File: src/rtl/level_engine.sv
module level_engine #(
  parameter int NCH = 32,
  parameter int CW  = 7
) (
  input  logic              clk,
  input  logic              rst_n,
  input  logic              load_strobe,
  input  logic              count_pulse,
  input  logic [NCH*CW-1:0] stage_codes,
  output logic [NCH-1:0]    track_en,
  output logic              conv_done
);
  localparam logic [CW-1:0] FULL = '1;

  logic              ld_q;
  logic              active;
  logic [CW-1:0]     cnt;
  logic [NCH*CW-1:0] cmp_codes;

  wire ld_rise = load_strobe & ~ld_q;
  wire ld_fall = ~load_strobe & ld_q;

  always_ff @(posedge clk) begin
    if (!rst_n) begin
      ld_q      <= 1'b0;
      active    <= 1'b0;
      cnt       <= '0;
      cmp_codes <= '0;
    end else begin
      ld_q <= load_strobe;
      if (ld_rise) begin
        cmp_codes <= stage_codes;
        active    <= 1'b0;
        cnt       <= '0;
      end else if (ld_fall) begin
        active <= 1'b1;
        cnt    <= '0;
      end else if (active && count_pulse && cnt != FULL) begin
        cnt <= cnt + 1'b1;
      end
    end
  end

  for (genvar g = 0; g < NCH; g++) begin : g_cmp
    assign track_en[g] = active && (cnt < cmp_codes[g*CW +: CW]);
  end

  assign conv_done = active && (cnt == FULL);
endmodule

File: config.mk
export PLATFORM = sky130hd
export DESIGN_NAME = level_engine
export DESIGN_NICKNAME = d
export VERILOG_FILES = /design/src/rtl/level_engine.sv
export SDC_FILE = /design/constraint.sdc
export NUM_CORES = 1
export LEC_CHECK = 0
export ABC_AREA = 1
export BUFFER_PORTS_ARGS = -buffer_cell sky130_fd_sc_hd__buf_4
export CORE_MARGIN = 1
export CORE_UTILIZATION = 55
export DETAILED_ROUTE_END_ITERATION = 12
export GPL_TIMING_DRIVEN = 0
export PLACE_DENSITY = 0.8
export SLEW_MARGIN = 25
export SYNTH_ARGS = -nofsm -noshare
export SYNTH_HDL_FRONTEND = slang
export SYNTH_SLANG_ARGS = --single-unit
export TNS_END_PERCENT = 5
File: constraint.sdc
create_clock -name clk -period 5.8 [get_ports clk]
set_input_delay 1.16 -clock clk [delete_from_list [all_inputs] [get_ports clk]]
set_output_delay 1.16 -clock clk [all_outputs]
set_load 0.005 [all_outputs]
==> flow_summary.yaml <==
die:
  die_h_um: 153.5
  die_area_um2: 23570
  die_w_um: 153.5
  start_util: 0.5594
  core-area_um2: 22570
  ios: 261
  fp-row-count: 55
flow_run:
  max-cap-violations: 0
sta:
  relSlewSlack: 0.4907
  min_period_ns: 3.500
  fin_tns_setup_ns: 0
  skew_ns: 0.005691
  rsz0062_at_grt: "no"
  worst_slew_pin_slew_ns: 0.7640
  max_clock_freq_mhz: 285.7
  period_share: 0.6035
  slew_violations: 0
  final-setup-viol-count: 0
  hold_viol: 0
  fin_ws_ns: 2.300
worst_setup_path:
  cp.required_ns: 4.64
  critical_path_class: "register to output pin"
  reg2reg_slack_ns: 4.00
  cp-start-kind: "register"
  critPathMaxFanout: 16
  critPathArrivalTime_ns: 2.34
  endpoint_kind: "output pin"
power_and_ir_drop:
  p_leak_uw: 0.007483
  power_switching_uw: 1034
  power_frac_comb: 0.158
  power_uw: 3974
  irDropWorstVdd_mv: 0.2142
  powerDensity_nw_per_um2: 250.9
  sequentialPowerShare: 0.441
  clkPwrFrac: 0.401
  switching_share: 0.2601
  internal-power_uw: 2940
global_route:
  grt_usage: 0.2980
  overflow: 0
  antenna_found_initial: 0
  grt_pass1_wl_mm: 56.65
  grt_max_degree: 38
  grt_pass1_vias: 12020
clock_tree:
  holdBufCountCts: 0
  cts_setup_buffers: 0
  cts_tree: "done"
  post_cts.resized_instances: 0
  clock_latency_ns: 0.51
  cts_max_level: 1
  cts.path.max_buffers: 3
  numCtsBuffers: 25
  cts.sink_count: 233
  root_buffer: "clkbuf_16"
  clk_pin_slew_ns: 0.06
layout:
  nets: 2370
  multiInputGateArea_um2: 6685
  seq_area_um2: 4682
  final_util: 0.7017
  syn_to_final_growth_pct: 25.44
  fill_cells: 1850
  final_cells: 2252
  antennaDiodeCount: 0
  layout-drive-gt1-share: 0.1856
routing:
  drt_wl_total_mm: 35.11
  vias: 12180
  wire_per_inst_um: 15.59
  drtAntennaViolNets: 0
  drcViolationCount: 0
  first_pass_iters: 7
  detail_route.iter0.violations: 717
  post_drt_via_cell_ratio: 5.409
synthesis:
  synth_top_area_cell: "dfxtp_1"
  synth.top_cell.area_share: 0.3694
  ys_types: 18
  yosys-top-cells-area: "dfxtp_1, ha_1, a21oi_1, o21ai_0, inv_1"
  syn_nets: 2081
  syn-instance-count: 1660
  syn_area_per_cell_um2: 7.607
  ys_ff_latch: 233
  synth.cell_area_um2: 12630
  ys_seq_area_frac: 0.3694
  ys_warn_count: 0
placed_design:
  gp_congestion: 0.8651
  placed_cells: 2207
  dp_hpwl_mm: 24.97
  io_buffers: 259
  preCtsSetupSlack_ns: 2.880
worst_hold_path:
  hp-class: "register to register"
run_status:
  status: "finished clean"
==> synthesized netlist by cell type <==
| cell | instances |
|---|---|
| nand2_1 | 142 |
| nand3_1 | 105 |
| buf_4 | 3 |
| buf_2 | 49 |
| a21oi_2 | 1 |
| clkbuf_1 | 23 |
| o21ai_0 | 223 |
| buf_6 | 1 |
| a21oi_1 | 261 |
| inv_2 | 2 |
| dfxtp_1 | 233 |
| nand2_2 | 3 |
| o21ai_1 | 1 |
| nor2_1 | 145 |
| buf_1 | 4 |
| ha_1 | 193 |
| inv_1 | 237 |
| nand4_1 | 34 |
==> cell families after synthesis <==
kind of cell             after synthesis  synth area share
AO/OA/AOI/OAI                        486            0.1929
AND/OR/NAND/NOR                      429            0.1453
buffers and inverters                319            0.1012
adder cells (fa/ha/maj)              193            0.1912
flip-flops                           233            0.3694
==> path summary, 6_finish.rpt <==
check | depth (start not counted) | startpoint | end
setup / recovery | 7 | cnt[2] | track_en[28]
hold reg to reg | 2 | cmp_codes[138] | cmp_codes[138]
hold / removal | 2 | cmp_codes[138] | cmp_codes[138]
setup reg to reg | 8 | cnt[1] | cnt[1]
==> per-stage QoR <==
stage	hold slack (ns)	area, µm²
global route	0.4677	15840
CTS	0.4578	15840
floorplan	0.4325	12630
finish	0.4549	15840
detailed placement	0.4495	15030
global placement	0.4429	14930
==> power by group through the flow <==
stage                     registers (µW)  clock network, µW  logic, µW
after floorplan                     1780                  0        376
after global placement              1790                  0        594
after detailed placement            1790                  0        619
after CTS                           1750               1610        626
after global routing                1760               1680        715
final                               1750               1590        628
==> cells in the final DEF (no fill, tap or decap), types with 5 or more instances in the layout <==
master	Yosys	layout
buf_4	3	262
a21oi_1	261	261
inv_1	237	237
dfxtp_1	233	227
o21ai_0	223	223
ha_1	193	193
nor2_1	145	145
nand2_1	142	142
nand3_1	105	105
buf_2	49	49
nand4_1	34	34
clkbuf_1	23	30
clkbuf_16	0	25
clkinv_2	0	6
clkbuf_8	0	5
==> per-layer routing <==
metal  GRT usage  vias up  routed length (µm)
li1            -     6154                   -
met1      0.3704     5522               15060
met2      0.5130      401               16470
met3     0.04397      104                2259
met4      0.1295        0                1317
met5           0        -                   0
==> sequential cells by signal (all words and copies together), names as in the netlist <==
| signal | cells |
|---|---|
| cnt | 7 |
| active | 1 |
| ld_q | 1 |
| cmp_codes | 224 |
==> area by class of cell <==
cell class,count,area share
clock buffer,37,0.04550
clock inverter,8,0.005688
inverter,239,0.05664
tap,285,0.02251
sequential,233,0.2956
multi-input combinational,1108,0.4221
timing repair buffer,262,0.1280
buffer,80,0.02401
==> worst max-delay path, cell delays in order, from the launching register on <==
cell and delay, ns:
dfxtp_2 0.56, buf_16 0.21, buf_16 0.17, ha_1 0.26, a21oi_1 0.16, a21oi_1 0.08
nor2_1 0.21, buf_4 0.15
Power figures use the tool's default switching activity.
